File: config.mk
export PLATFORM = sky130hd
export DESIGN_NAME = cascade_alu_slice
export DESIGN_NICKNAME = d
export VERILOG_FILES = /design/src/rtl/alu_slice_pkg.sv /design/src/rtl/bitslice_regs.sv /design/src/rtl/bitslice_alu.sv /design/src/rtl/cascade_alu_slice.sv
export SDC_FILE = /design/constraint.sdc
export NUM_CORES = 1
export LEC_CHECK = 0
export BUFFER_PORTS_ARGS = -buffer_cell sky130_fd_sc_hd__buf_2
export CAP_MARGIN = 5
export CORE_MARGIN = 1
export CORE_UTILIZATION = 40
export CTS_BUF_LIST = sky130_fd_sc_hd__clkbuf_16
export DETAILED_ROUTE_END_ITERATION = 16
export SLEW_MARGIN = 20
export SYNTH_ARGS = -nofsm -noshare
export SYNTH_HDL_FRONTEND = slang
export SYNTH_SLANG_ARGS = --single-unit
File: constraint.sdc
create_clock -name clk -period 8.55 [get_ports clk]
set_input_delay 1.2825 -clock clk [delete_from_list [all_inputs] [get_ports clk]]
set_output_delay 1.2825 -clock clk [all_outputs]
set_load 0.02 [all_outputs]
File: src/rtl/alu_slice_pkg.sv
package alu_slice_pkg;
    localparam int SEL_W = 4;
    localparam int GRP_W = 3;

    typedef enum logic [GRP_W-1:0] {
        GRP_ADD_R = 3'd0,
        GRP_MEM   = 3'd1,
        GRP_INP   = 3'd2,
        GRP_SUB_R = 3'd3,
        GRP_AND   = 3'd4,
        GRP_OR    = 3'd5,
        GRP_XNOR  = 3'd6,
        GRP_SHR   = 3'd7
    } grp_e;
endpackage

File: src/rtl/bitslice_regs.sv
module bitslice_regs #(
    parameter int W     = 2,
    parameter int NREG  = 11,
    parameter int SEL_W = 4
) (
    input  logic             clk,
    input  logic             rst_n,
    input  logic [SEL_W-1:0] rd_sel,
    input  logic             r_we,
    input  logic [W-1:0]     r_data,
    input  logic             ac_we,
    input  logic [W-1:0]     ac_data,
    input  logic             mar_we,
    output logic [W-1:0]     rd_val,
    output logic [W-1:0]     ac_q,
    output logic [W-1:0]     mar_q
);
    localparam logic [SEL_W-1:0] ACC_SEL = SEL_W'(NREG);

    logic [NREG-1:0][W-1:0] gpr_q;

    generate
        for (genvar gi = 0; gi < NREG; gi++) begin : g_gpr
            always_ff @(posedge clk or negedge rst_n) begin
                if (!rst_n)
                    gpr_q[gi] <= '0;
                else if (r_we && rd_sel == SEL_W'(gi))
                    gpr_q[gi] <= r_data;
            end
        end
    endgenerate

    always_ff @(posedge clk or negedge rst_n) begin
        if (!rst_n)
            ac_q <= '0;
        else if (ac_we)
            ac_q <= ac_data;
        else if (r_we && rd_sel == ACC_SEL)
            ac_q <= r_data;
    end

    always_ff @(posedge clk or negedge rst_n) begin
        if (!rst_n)
            mar_q <= '0;
        else if (mar_we)
            mar_q <= rd_val;
    end

    always_comb begin
        rd_val = '0;
        for (int ri = 0; ri < NREG; ri++)
            if (rd_sel == SEL_W'(ri))
                rd_val = gpr_q[ri];
        if (rd_sel == ACC_SEL)
            rd_val = ac_q;
    end
endmodule

File: src/rtl/bitslice_alu.sv
module bitslice_alu
    import alu_slice_pkg::*;
#(
    parameter int W = 2
) (
    input  grp_e         grp,
    input  logic [W-1:0] r_val,
    input  logic [W-1:0] ac_val,
    input  logic [W-1:0] mask,
    input  logic [W-1:0] mem_d,
    input  logic [W-1:0] io_d,
    input  logic         cin,
    output logic [W-1:0] res,
    output logic         cout,
    output logic         gp,
    output logic         gg,
    output logic         r_we,
    output logic         ac_we,
    output logic         mar_we
);
    logic [W-1:0] b_masked;
    logic [W-1:0] a_op;
    logic [W-1:0] b_op;
    logic [W:0]   sum;
    logic         arith;
    logic         logic_grp;

    assign b_masked = ac_val & mask;

    // operation decode and result
    always_comb begin
        a_op      = '0;
        b_op      = '0;
        arith     = 1'b0;
        logic_grp = 1'b0;
        res       = '0;
        cout      = 1'b0;
        r_we      = 1'b0;
        ac_we     = 1'b0;
        mar_we    = 1'b0;
        sum       = '0;
        unique case (grp)
            GRP_ADD_R: begin a_op = r_val; b_op = b_masked;  arith = 1'b1; r_we = 1'b1; end
            GRP_MEM:   begin a_op = mem_d; b_op = b_masked;  arith = 1'b1; ac_we = 1'b1; mar_we = 1'b1; end
            GRP_INP:   begin a_op = io_d;  b_op = b_masked;  arith = 1'b1; ac_we = 1'b1; end
            GRP_SUB_R: begin a_op = r_val; b_op = ~b_masked; arith = 1'b1; r_we = 1'b1; end
            GRP_AND:   begin res = r_val & b_masked;    logic_grp = 1'b1; r_we = 1'b1; end
            GRP_OR:    begin res = r_val | b_masked;    logic_grp = 1'b1; r_we = 1'b1; end
            GRP_XNOR:  begin res = ~(r_val ^ b_masked); logic_grp = 1'b1; r_we = 1'b1; end
            GRP_SHR:   begin res = {cin, r_val[W-1:1]}; cout = r_val[0]; r_we = 1'b1; end
        endcase
        if (arith) begin
            sum  = {1'b0, a_op} + {1'b0, b_op} + {{W{1'b0}}, cin};
            res  = sum[W-1:0];
            cout = sum[W];
        end
        if (logic_grp)
            cout = cin | (|res);
    end

    // look-ahead group terms, formed from operand bits only
    always_comb begin
        gp = arith;
        gg = 1'b0;
        for (int bi = 0; bi < W; bi++) begin
            gg = (a_op[bi] & b_op[bi]) | ((a_op[bi] | b_op[bi]) & gg);
            gp = gp & (a_op[bi] | b_op[bi]);
        end
        if (!arith)
            gg = 1'b0;
    end
endmodule

File: src/rtl/cascade_alu_slice.sv
module cascade_alu_slice
    import alu_slice_pkg::*;
#(
    parameter int W    = 2,
    parameter int NREG = 11
) (
    input  logic                     clk,
    input  logic                     rst_n,
    input  logic [GRP_W+SEL_W-1:0]   ufunc,
    input  logic [W-1:0]             mem_in,
    input  logic [W-1:0]             io_in,
    input  logic [W-1:0]             mask_in,
    input  logic                     carry_in,
    output logic                     carry_out,
    output logic                     grp_prop,
    output logic                     grp_gen,
    output logic [W-1:0]             addr_out,
    output logic [W-1:0]             acc_out
);
    grp_e             grp;
    logic [SEL_W-1:0] sel;
    logic [W-1:0]     rd_val;
    logic [W-1:0]     ac_q;
    logic [W-1:0]     mar_q;
    logic [W-1:0]     res;
    logic             r_we;
    logic             ac_we;
    logic             mar_we;

    assign grp = grp_e'(ufunc[GRP_W+SEL_W-1:SEL_W]);
    assign sel = ufunc[SEL_W-1:0];

    bitslice_regs #(.W(W), .NREG(NREG), .SEL_W(SEL_W)) u_regs (
        .clk(clk), .rst_n(rst_n), .rd_sel(sel),
        .r_we(r_we), .r_data(res),
        .ac_we(ac_we), .ac_data(res), .mar_we(mar_we),
        .rd_val(rd_val), .ac_q(ac_q), .mar_q(mar_q)
    );

    bitslice_alu #(.W(W)) u_alu (
        .grp(grp), .r_val(rd_val), .ac_val(ac_q), .mask(mask_in),
        .mem_d(mem_in), .io_d(io_in), .cin(carry_in),
        .res(res), .cout(carry_out), .gp(grp_prop), .gg(grp_gen),
        .r_we(r_we), .ac_we(ac_we), .mar_we(mar_we)
    );

    assign addr_out = mar_q;
    assign acc_out  = ac_q;
endmodule

Yosys cells after proc, flatten, opt, wreduce, memory -nomap -nowiden --
Index checks and enable logic that the tools add are counted.
Word-level totals: bits in registers 26, bits of input ports 16
Cells by class: add/subtract/negate cells 2, eq/ne operators 18, mux-type cells 27, bitwise gates (word level) 15, reduce and logical (&&, ||, !) cells 22
Operators by type and width (count):
- $mux 2 | 15
- $eq 4x3->1 const B | 4
- $eq 4x4->1 const B | 4
- $eq 3x3->1 const B | 4
- $logic_and 1x1->1 | 12
- $mux 1 | 9
- $eq 4x2->1 const B | 2
- $pmux 2 s4 | 1
- $eq 3x2->1 const B | 2
- $pmux 2 s3 | 1
- $reduce_or 2->1 | 3
- $reduce_or 3->1 | 2
- $reduce_or 6->1 | 1
- $and 1x1->1 | 5
- $and 2x2->2 | 2
- $eq 4x1->1 const B | 1
- $logic_not 4->1 | 1
- $not 2->2 | 2
- $or 1x1->1 | 4
- $pmux 2 s2 | 1
- $reduce_or 4->1 | 1
- $add 2x2->3 | 1
- $add 3x1->3 | 1
- $eq 3x1->1 const B | 1
- other kinds (4) | 4

Logic depth before layout (Yosys ltp) --
depth after elaboration 20, gate-level depth with buffers 14, mapped depth without buffers 11

Cells and area by module --
From an unflattened synthesis, not the netlist that was laid out.
Second synthesis, totals: cells, all modules 199, area total of the unflattened synthesis 1913.1 um2
By module, submodules not included:
- bitslice_regs | times used 1, cells an instance 129, area an instance 1430.1 um2, sequential area each 650.6 um2
- bitslice_alu | times used 1, cells an instance 70, area an instance 483.0 um2, sequential area each 0.0 um2

Worst setup path before layout --
No wires, ideal clock.
path kind input-to-output, start input port ufunc[2], end output port carry_out, arrival time 3.521 ns, data required time 7.267 ns, setup slack 3.747 ns, stages 10, cell sequence buf_6 > or4b_1 > o31ai_1 > a22oi_2 > nand2b_1 > ha_1 > mux4_2 > a41oi_1 > a21oi_1 > a21oi_1
On the way: word-level cells in the longest chain between the ends 20, elaborated cells between the ends (all ways) 38, those cells by class 2 x add/sub; 11 x eq/ne; 18 x mux; 5 x bitwise; 2 x reduce/logical
RTL lines:
- start, declared | line cascade_alu_slice.sv:9 | input logic [GRP_W+SEL_W-1:0] ufunc,
- $logic_not 4->1 | line bitslice_regs.sv:52 | if (rd_sel == SEL_W'(ri))
- $mux 2 (11 in a row) | line bitslice_regs.sv:52
- $mux 2 * | line bitslice_regs.sv:54 | if (rd_sel == ACC_SEL)
- $pmux 2 s3 / $xor 2x2->2 (equally long branches) | line bitslice_alu.sv:42, bitslice_alu.sv:49
- $add 2x2->3 / $not 2->2 (equally long branches) | line bitslice_alu.sv:53, bitslice_alu.sv:49
- $add 3x1->3 / $pmux 2 s4 (equally long branches) | line bitslice_alu.sv:53, bitslice_alu.sv:42
- $mux 2 | line bitslice_alu.sv:52 | if (arith) begin
- $reduce_or 2->1 | line bitslice_alu.sv:58 | cout = cin | (|res);
- $or 1x1->1 | line bitslice_alu.sv:58
- $mux 1 * | line bitslice_alu.sv:57 | if (logic_grp)
- end, declared | line cascade_alu_slice.sv:14 | output logic carry_out,
Mark *: on every way between the ends. The rest lies on a longest branch, timed or not.

Worst setup path after layout --
start input port ufunc[1], end output port carry_out
Same word-level chain as after synthesis.

==> out/metrics.yaml <==
finalHoldViolCount: 0
cts_buffers: 3
port_buffers: 22
skew_ns: 0.00247
pin_count: 23
whs_ns: 0.484
internal_power_uw: 301
crit_path_start_kind: "input pin"
instances_no_fill: 310
fin_nets: 271
drc: 0
root_buffer: "clkbuf_16"
routed_wl_um: 4580
grt_setup_unrepaired: "false"
n_antenna_cell: 0
synth-seq-cells: 26
synth_compound_area_frac: 0.221
synthMuxAreaShare: 0.111
num_vias: 1620
p_seq_frac: 0.416
period_share: 0.633
syn-cell-area_um2: 2060
end_kind: "primary output"
synth_fa_ha_area_frac: 0.0679
grt_pass1_wl_um: 7530
yosysSeqAreaShare: 0.315
synth_cells: 230
cts.sinks: 26
avgRoutedWirePerCell_um: 14.8
cap_violations: 0
drt_iter0_drc: 71
maxSlewViolCount: 0
p_comb_frac: 0.365
final.setup.tns_ns: 0
syn-num-nets: 256
cts_tree: "built"
irDropWorstVdd_mv: 0.0823
chipWidth_um: 73.8
gp_routability_congestion: 0.845
die-area_um2: 5450
yosys_warnings: 0
placementRows: 25
synth-edff-count: 0
p_per_area_nw_per_um2: 209
synth_top_area_frac: 0.315
worstHoldPathType: "flop to flop"
grt_start_max_net_pins: 27
postCtsHoldBufs: 0
avgSynthCellArea_um2: 8.98
dp_hpwl_um: 3490
ant_nets: 0
synth-main-ff-cell: "dfrtp_1"
initial_core_util: 0.426
tightest_slew_ns: 1.01
antenna_found_initial: 0
dr.pass1.iters: 5
drive_above_1_share: 0.198
core_area_um2: 4850
power_switching_uw: 169
syn_to_final_growth_pct: 8.55
synth_top_family_by_area: "compound AO/OA/AOI/OAI gates"
worstPathArrival_ns: 4.13
via_per_inst: 5.23
worstPathMaxFanout: 24
cts-htree-levels: 1
layout_min_cycle_time_ns: 5.41
switching_share: 0.359
die_height_um: 73.8
cp.required_ns: 7.27
async_flop_share: 1.00
cts_resized: 0
clockBufferDepth: 2
relSlewSlack: 0.325
synth_most_common_cell: "dfrtp_1"
p_clk_frac: 0.218
grt_util_all_layers: 0.184
synth.distinct_cells: 56
total_leakage_power_nw: 1.06
grt_overflow: 0
synthTopCellsByCount: "26 x dfrtp_1, 24 x nand2_1, 21 x nor2_1"
max_freq_mhz: 185
grt_pass1_vias: 1466
cts_setup_buffers: 0
status: "complete, no violations"
cts.clk_slew.worst_paths_ns: 0.06
synth_xor_area_frac: 0.0127
setup_violations: 0
placedCellCount: 307
crit_type: "input pin to primary output"
synth_top_area_cell: "dfrtp_1"
synthSimpleGateAreaFrac: 0.193
clk-insertion-delay-late_ns: 0.26
yosys-top-cells-area: "dfrtp_1 32%, mux2i_1 8.7%, ha_1 4.8%, o21ai_0 4.6%, nand2_1 4.4%"
## power by group through the flow
stage / Clock, mW / Combinational, mW / Sequential, mW
after detailed placement: 0 / 0.172 / 0.198
after floorplan: 0 / 0.128 / 0.194
after CTS: 0.106 / 0.173 / 0.196
after global placement: 0 / 0.170 / 0.198
after global routing: 0.111 / 0.192 / 0.202
final: 0.102 / 0.171 / 0.195
## layout make-up
class	instances	area, um^2
Fill cell	477	2610
Multi-Input combinational cell	174	1250
Sequential cell	26	651
Timing Repair Buffer	22	110
Tap cell	67	83.8
Clock buffer	3	75.1
Inverter	18	67.6
## placed cells by master (no fill, tap or decap), types with 2 or more instances in the layout
| cell | n |
|---|---|
| nand2_1 | 24 |
| o21ai_0 | 19 |
| and2b_1 | 2 |
| nand2b_1 | 5 |
| inv_2 | 2 |
| a31oi_1 | 3 |
| clkbuf_16 | 3 |
| o31ai_1 | 5 |
| mux2i_1 | 17 |
| dfrtp_1 | 26 |
| inv_1 | 15 |
| fa_1 | 2 |
| nand3_1 | 9 |
| nor2_1 | 21 |
| nor2b_1 | 2 |
| xor2_1 | 3 |
| ha_1 | 8 |
| o22ai_1 | 2 |
| and2_1 | 3 |
| nor3_1 | 2 |
| o22a_1 | 2 |
| buf_2 | 22 |
| a21oi_1 | 9 |
| o31ai_2 | 7 |
## final timing paths
kind,from,endpoint,slack (ns),cells past startpoint
max in group asynchronous,rst_n,u_regs.gpr_q[20],7.14,1
worst min register to register,u_regs.gpr_q[5],u_regs.gpr_q[5],0.48,2
worst max register to register,u_regs.gpr_q[21],u_regs.gpr_q[1],5.26,7
worst min-delay path,u_regs.gpr_q[5],u_regs.gpr_q[5],0.48,2
worst max-delay path,ufunc[1],carry_out,3.14,11
min in group asynchronous,rst_n,u_regs.gpr_q[1],1.02,1
## sequential cells by signal, summed over array words and instances (netlist names)
register and cells:
u_regs.ac_q 2, u_regs.gpr_q 22, u_regs.mar_q 2
## routing by layer
| metal | up-vias | share of wire | global-route usage |
|---|---|---|---|
| met5 | - | 0 | 0 |
| met2 | 25 | 0.44 | 0.277 |
| met3 | 3 | 0.024 | 0.0329 |
| met4 | 0 | 0.0070 | 0.0321 |
| met1 | 744 | 0.53 | 0.276 |
| li1 | 848 | - | - |
## worst max-delay path, cell delays in order
cell and delay, ns:
buf_2 0.32, mux2_2 0.37, o21ai_0 0.25, o221a_2 0.47, nand2b_1 0.16, ha_1 0.22, mux4_2 0.46, a41oi_1 0.23
a21oi_1 0.06, a21oi_1 0.11, buf_2 0.17
## cells by family after synthesis
family / after synthesis
XOR/XNOR: 3
multiplexers: 21
AO/OA/AOI/OAI: 61
adder cells (fa/ha/maj): 10
AND/OR/NAND/NOR: 79
flip-flops: 26
buffers and inverters: 30
## metrics by stage
step | power [mW] | util | setup WS (ns) | area (um^2)
5_1_grt | 0.504 | 0.462 | 2.93 | 2240
6_report | 0.469 | 0.462 | 3.14 | 2240
3_3_place_gp | 0.368 | 0.446 | 3.18 | 2160
3_5_place_dp | 0.369 | 0.446 | 3.14 | 2160
2_1_floorplan | 0.323 | - | 3.75 | 2060
4_1_cts | 0.474 | 0.461 | 3.14 | 2240
(Power assumes the default switching activity.)
